[config.mk]
export PLATFORM = sky130hd
export DESIGN_NAME = crc4_engine
export DESIGN_NICKNAME = d
export VERILOG_FILES = /design/src/rtl/e1_crc4_pkg.sv /design/src/rtl/crc4_engine.sv
export SDC_FILE = /design/constraint.sdc
export NUM_CORES = 1
export LEC_CHECK = 0
export BUFFER_PORTS_ARGS = -buffer_cell sky130_fd_sc_hd__buf_2
export CAP_MARGIN = 20
export CORE_AREA = 2 2 39 41
export CTS_CLUSTER_DIAMETER = 40
export DETAILED_ROUTE_END_ITERATION = 16
export DIE_AREA = 0 0 41 43
export PLACE_DENSITY = 0.45
export SLEW_MARGIN = 25
export SYNTH_ARGS = -nofsm -noshare
export SYNTH_HDL_FRONTEND = slang
export SYNTH_SLANG_ARGS = --single-unit
[constraint.sdc]
create_clock -name clk -period 1.2 [get_ports clk]
set_input_delay 0.12 -clock clk [delete_from_list [all_inputs] [get_ports clk]]
set_output_delay 0.12 -clock clk [all_outputs]
set_load 0.01 [all_outputs]
[src/rtl/e1_crc4_pkg.sv]
package e1_crc4_pkg;

    localparam int CRC_W      = 4;
    localparam int FNUM_W     = 4;
    localparam int SMF_FRAMES = 8;

    // low terms of x^4 + x + 1
    localparam logic [CRC_W-1:0] POLY_LOW = 4'b0011;

    typedef struct packed {
        logic             started;   // a sub-multiframe start was seen since lock
        logic             prev_ok;   // prev_rem holds a complete remainder
        logic [CRC_W-1:0] prev_rem;
        logic [CRC_W-1:0] c_rx;
        logic             err;
    } smf_st_t;

    function automatic logic [CRC_W-1:0] crc_shift(input logic [CRC_W-1:0] r,
                                                   input logic d);
        logic fb;
        fb = d ^ r[CRC_W-1];
        crc_shift = {r[CRC_W-2:0], 1'b0} ^ (fb ? POLY_LOW : '0);
    endfunction

endpackage

[src/rtl/crc4_engine.sv]
module crc4_engine
    import e1_crc4_pkg::*;
(
    input  logic             clk,
    input  logic             rst_n,
    input  logic             clr_i,
    input  logic             step_i,
    input  logic             restart_i,
    input  logic             din_i,
    output logic [CRC_W-1:0] rem_o
);

    logic [CRC_W-1:0] rem_d, rem_q;

    always_comb begin
        rem_d = rem_q;
        if (clr_i) begin
            rem_d = '0;
        end else if (restart_i) begin
            rem_d = crc_shift('0, din_i);
        end else if (step_i) begin
            rem_d = crc_shift(rem_q, din_i);
        end
    end

    always_ff @(posedge clk) begin
        if (!rst_n) rem_q <= '0;
        else        rem_q <= rem_d;
    end

    // remainder of all bits before the present one
    assign rem_o = rem_q;

endmodule

# Yosys cells after proc, flatten, opt, wreduce, memory -nomap -nowiden
# Cells that the tools add are included.
dict set report op_classes {
  mux 4
  bitwise 3
  n_reduce_logical 2
}
# operator n
set ops {}
lappend ops {{$mux 4} 2}
lappend ops {{$mux 2} 2}
lappend ops {{$xor 4x2->4} 1}
lappend ops {{$reduce_bool 2->1} 1}
lappend ops {{$reduce_or 2->1} 1}
lappend ops {{$not 1->1} 1}
lappend ops {{$xor 1x1->1} 1}
dict set report word_totals {
  ff_bits 4
  input_bits 6
  out_inout_bits 4
  elab_cells 10
}

# Logic depth before layout (Yosys ltp)
dict set report depth {
  depth_word 5
  depth_mapped 4
  depth_no_buf 3
}

# Worst setup path before layout
# OpenSTA, ideal clock, no wires.
dict set report synth_timing {
  kind {register -> register}
  startpoint {register rem_q[3], in the netlist rem_o[3]}
  endpoint {register rem_q[1], in the netlist rem_o[1]}
  setup_time_ns 0.122
  arrival_time_ns 0.826
  required_time_ns 1.078
  slack_ns 0.252
  stages_incl_launch_ff 4
  path_buffers 0
  synth_period_minus_slack_ns 0.948
  cell_sequence {dfxtp_1 xor2_1 nand4b_1 o311a_1}
}
dict set report synth_between {
  elab_chain_cells 5
}
# element line_no
set synth_lines {}
lappend synth_lines {{from (decl)} crc4_engine.sv:13} ;# logic [CRC_W-1:0] rem_d, rem_q;
lappend synth_lines {{from (signal assigned)} crc4_engine.sv:28} ;# else rem_q <= rem_d;
lappend synth_lines {{$xor 1x1->1} e1_crc4_pkg.sv:21} ;# fb = d ^ r[CRC_W-1];
lappend synth_lines {{$mux 2} e1_crc4_pkg.sv:22} ;# crc_shift = {r[CRC_W-2:0], 1'b0} ^ (fb ? POLY_LOW : '0);
lappend synth_lines {{$xor 4x2->4} e1_crc4_pkg.sv:22}
lappend synth_lines {{$mux 4} crc4_engine.sv:21} ;# end else if (step_i) begin
lappend synth_lines {{$mux 4} crc4_engine.sv:19} ;# end else if (restart_i) begin
# No other way between the ends. The select of a mux whose other input is x is not followed.
# A chain may end at the register's enable or synchronous reset.

# Final worst setup path
# Same ends and word-level chain as after synthesis.

==> flow_results.xml <==
<?xml version="1.0" encoding="UTF-8"?>
<metrics>
  <group name="status">
    <metric name="outcome" unit="">finished, final reports clean</metric>
  </group>
  <group name="yosys">
    <metric name="synth_top_cells_by_count" unit="">sky130_fd_sc_hd__dfxtp_1 (4), sky130_fd_sc_hd__inv_1 (3), sky130_fd_sc_hd__nor3_1 (3)</metric>
    <metric name="post_synth_num_cell_types" unit="">15</metric>
    <metric name="synth_top_cells_by_area" unit="">sky130_fd_sc_hd__dfxtp_1 (38%), sky130_fd_sc_hd__mux2i_1 (9.5%), sky130_fd_sc_hd__nor3_1 (7.1%), sky130_fd_sc_hd__inv_1 (5.4%), sky130_fd_sc_hd__o221a_2 (5.4%)</metric>
    <metric name="synth_top_cell_by_area" unit="">sky130_fd_sc_hd__dfxtp_1</metric>
    <metric name="postSynthRegisterBits" unit="">4</metric>
    <metric name="ys_seq_area_share" unit="%">38.10</metric>
    <metric name="yosys_most_used_dff" unit="">sky130_fd_sc_hd__dfxtp_1</metric>
    <metric name="netlist_area" unit="um^2">210.2</metric>
    <metric name="postSynthNetCount" unit="">29</metric>
    <metric name="yosys.cell_count.top_type" unit="">sky130_fd_sc_hd__dfxtp_1</metric>
    <metric name="postSynthCellCount" unit="">23</metric>
    <metric name="postSynth.asyncResetShare" unit="%">0</metric>
    <metric name="netlist.area_leader.share" unit="%">38.10</metric>
    <metric name="synth-edff-count" unit="">0</metric>
    <metric name="post_synth.cell_area_avg" unit="um^2">9.139</metric>
    <metric name="ys_warn_count" unit="">0</metric>
  </group>
  <group name="global_routing">
    <metric name="grt_first_pass_wirelength" unit="um">752</metric>
    <metric name="grt_util_all_layers" unit="%">7.035</metric>
    <metric name="grt_start_max_net_pins" unit="">9</metric>
    <metric name="globalRouteOverflowTotal" unit="">0</metric>
    <metric name="antenna_found_initial" unit="">0</metric>
    <metric name="grt_pass1_vias" unit="">175</metric>
  </group>
  <group name="critical_path">
    <metric name="worstReg2RegStart" unit="">rem_o[3]</metric>
    <metric name="worstSetupStartpoint" unit="">rem_o[3]</metric>
    <metric name="worstPathMaxFanout" unit="">5</metric>
    <metric name="cp.arrival" unit="ps">1100</metric>
    <metric name="critical-path-top-delay-family" unit="">flip-flops</metric>
    <metric name="cp-start-kind" unit="">register</metric>
    <metric name="critPathCaptureType" unit="">register</metric>
    <metric name="timing.critical_path.required" unit="ps">1320</metric>
    <metric name="critPathCapture" unit="">rem_o[1]</metric>
    <metric name="worstPathCellList" unit="">xor2_1 -&gt; nand4b_1 -&gt; o311a_1</metric>
    <metric name="r2r_setup_slack" unit="ps">220</metric>
    <metric name="cp_slowest_stage_delay" unit="ps">410</metric>
    <metric name="worstSetupPathDepth" unit="">3</metric>
    <metric name="slowest_stage" unit="">sky130_fd_sc_hd__dfxtp_1</metric>
    <metric name="criticalPathCategory" unit="">reg2reg</metric>
    <metric name="timing.critical_path.buf_inv" unit="">0</metric>
    <metric name="timing.rr.end" unit="">rem_o[1]</metric>
    <metric name="timing.reg2reg.worst_path_depth" unit="">3</metric>
  </group>
  <group name="sta">
    <metric name="worst_slew_pin_slew" unit="ps">200.9</metric>
    <metric name="finalHoldWorstSlack" unit="ps">144.3</metric>
    <metric name="final.min_clock_period" unit="ps">980.7</metric>
    <metric name="clock_skew" unit="ps">2.545</metric>
    <metric name="min_period_over_period" unit="%">81.72</metric>
    <metric name="setup_repair_after_global_routing_missed_its_margin" unit="">no</metric>
    <metric name="slew_headroom" unit="%">86.51</metric>
    <metric name="timing.final.hold_violations" unit="">0</metric>
    <metric name="fin_setup_tns" unit="ps">0</metric>
    <metric name="fmax" unit="MHz">1020</metric>
    <metric name="slew_viol_final" unit="">0</metric>
    <metric name="finalSetupViolations" unit="">0</metric>
  </group>
  <group name="cells_and_area">
    <metric name="fillerInstances" unit="">153</metric>
    <metric name="largest_register_ffs" unit="">4</metric>
    <metric name="antenna-diode-count" unit="">0</metric>
    <metric name="syn_to_final_growth" unit="%">38.09</metric>
    <metric name="final_net_count" unit="">42</metric>
    <metric name="post_route_cells_drive_above_1_share" unit="%">41.18</metric>
    <metric name="layout.core_utilization" unit="%">20.98</metric>
  </group>
  <group name="clock_tree">
    <metric name="clk_latency" unit="ps">240</metric>
    <metric name="clk_pin_slew" unit="ps">40</metric>
    <metric name="clock_sinks" unit="">4</metric>
    <metric name="cts_tree" unit="">built</metric>
    <metric name="cts.hold.buffers_added" unit="">0</metric>
    <metric name="numCtsBuffers" unit="">3</metric>
    <metric name="cts_repair_resize_count" unit="">0</metric>
    <metric name="cts_setup_buffers" unit="">0</metric>
    <metric name="clock_tree.htree_level_count" unit="">1</metric>
    <metric name="clock_tree.root_cell" unit="">sky130_fd_sc_hd__clkbuf_4</metric>
    <metric name="buffers_from_clock_root_to_sink_at_most" unit="">2</metric>
  </group>
  <group name="place">
    <metric name="detailedPlacementHpwl" unit="um">348.4</metric>
    <metric name="count_of_buffers_inserted_at_the_top_level_ports" unit="">9</metric>
    <metric name="place_congestion" unit="">0.6650</metric>
  </group>
  <group name="floorplanning">
    <metric name="die_w" unit="um">41</metric>
    <metric name="floorplan.rows" unit="">14</metric>
    <metric name="die_area" unit="mm^2">0.001763</metric>
    <metric name="design.core.area" unit="mm^2">0.001384</metric>
    <metric name="floorplan.io_pins" unit="">10</metric>
    <metric name="die_height" unit="um">43</metric>
    <metric name="initial_utilization" unit="%">15.19</metric>
  </group>
  <group name="detailed_routing">
    <metric name="post_drt_via_cell_ratio" unit="">4.060</metric>
    <metric name="first_iter_violations" unit="">2</metric>
    <metric name="wl_per_cell" unit="um">9.460</metric>
    <metric name="wl" unit="um">473</metric>
    <metric name="ant_nets" unit="">0</metric>
    <metric name="dr_total_vias" unit="">203</metric>
    <metric name="detail_route.drc_violations" unit="">0</metric>
    <metric name="firstDrtPassIters" unit="">2</metric>
  </group>
  <group name="pwr">
    <metric name="pwr_density_cell" unit="mW/mm^2">1210</metric>
    <metric name="vdd_drop_max" unit="uV">545.5</metric>
    <metric name="static_leakage" unit="nW">0.1426</metric>
  </group>
  <group name="flow_run">
    <metric name="timing.max_cap.violations" unit="">0</metric>
  </group>
  <group name="hold_path">
    <metric name="min-delay-path-class" unit="">in2reg</metric>
  </group>
</metrics>
-- how the worst min path moves through the flow --
stage	startpoint	to	slack, ps	cells after the start
3_3_place_gp	restart_i	rem_o[3]	390	2
2_1_floorplan	restart_i	rem_o[2]	200	1
5_1_grt	restart_i	rem_o[3]	140	2
6_report	restart_i	rem_o[3]	140	2
3_5_place_dp	restart_i	rem_o[3]	390	2
4_1_cts	restart_i	rem_o[3]	140	2
-- stage by stage --
stage	instances	cell area, um^2	total power [mW]	worst slack [ps]
2_1_floorplan	23	210.2	0.1670	252.3
3_3_place_gp	47	267.8	0.1833	230.4
3_5_place_dp	47	267.8	0.1833	228.8
4_1_cts	50	290.3	0.3617	221.0
5_1_grt	50	290.3	0.3774	142.7
6_report	50	290.3	0.3513	219.3
-- logic make-up (layout without fill, tap and decap cells) --
family	after synthesis	in the layout	share of synthesized area (%)
and+or+nand+nor	8	8	23.81
xor gates and xnor gates	1	1	4.167
muxes	2	2	9.524
DFF	4	4	38.10
AOI/OAI and AO/OA	4	4	15.48
buffers and inverters	4	15	8.930
-- worst register-to-register path: stages, from the launching register on --
cell and delay, ps:
sky130_fd_sc_hd__dfxtp_1 410, sky130_fd_sc_hd__xor2_1 210, sky130_fd_sc_hd__nand4b_1 120, sky130_fd_sc_hd__o311a_1 130
-- cell type report --
type / count / area (um^2) / area share [%]
multi-input cells: 15 / 111.4 / 38.36
flip-flops and latches: 4 / 80.08 / 27.59
repair buffers: 9 / 45.04 / 15.52
clock buffers: 3 / 22.52 / 7.759
well taps: 16 / 20.02 / 6.897
inverters: 3 / 11.26 / 3.879
-- cell usage in the layout, fill, tap and decap left out, types with 2 or more instances in the layout --
cell type and instances:
sky130_fd_sc_hd__clkbuf_4 3, sky130_fd_sc_hd__mux2i_1 2, sky130_fd_sc_hd__inv_1 3, sky130_fd_sc_hd__dfxtp_1 4, sky130_fd_sc_hd__buf_2 9, sky130_fd_sc_hd__nor3_1 3
-- power breakdown --
group | leakage, nW | total (mW) | internal (mW) | switching, mW
combinational | 0.0963 | 0.0407 | 0.0192 | 0.0215
clock | 0.0138 | 0.170 | 0.112 | 0.0582
sequential | 0.0325 | 0.140 | 0.137 | 0.00300
-- metal layers --
layer	up-vias	track usage [%]	wire length, um
met2	14	5.938	162
li1	104	-	-
met4	0	4.000	0
met1	85	9.677	234
met5	-	0	0
met3	0	7.853	77
No activity file was read; power rests on OpenSTA's default activity.
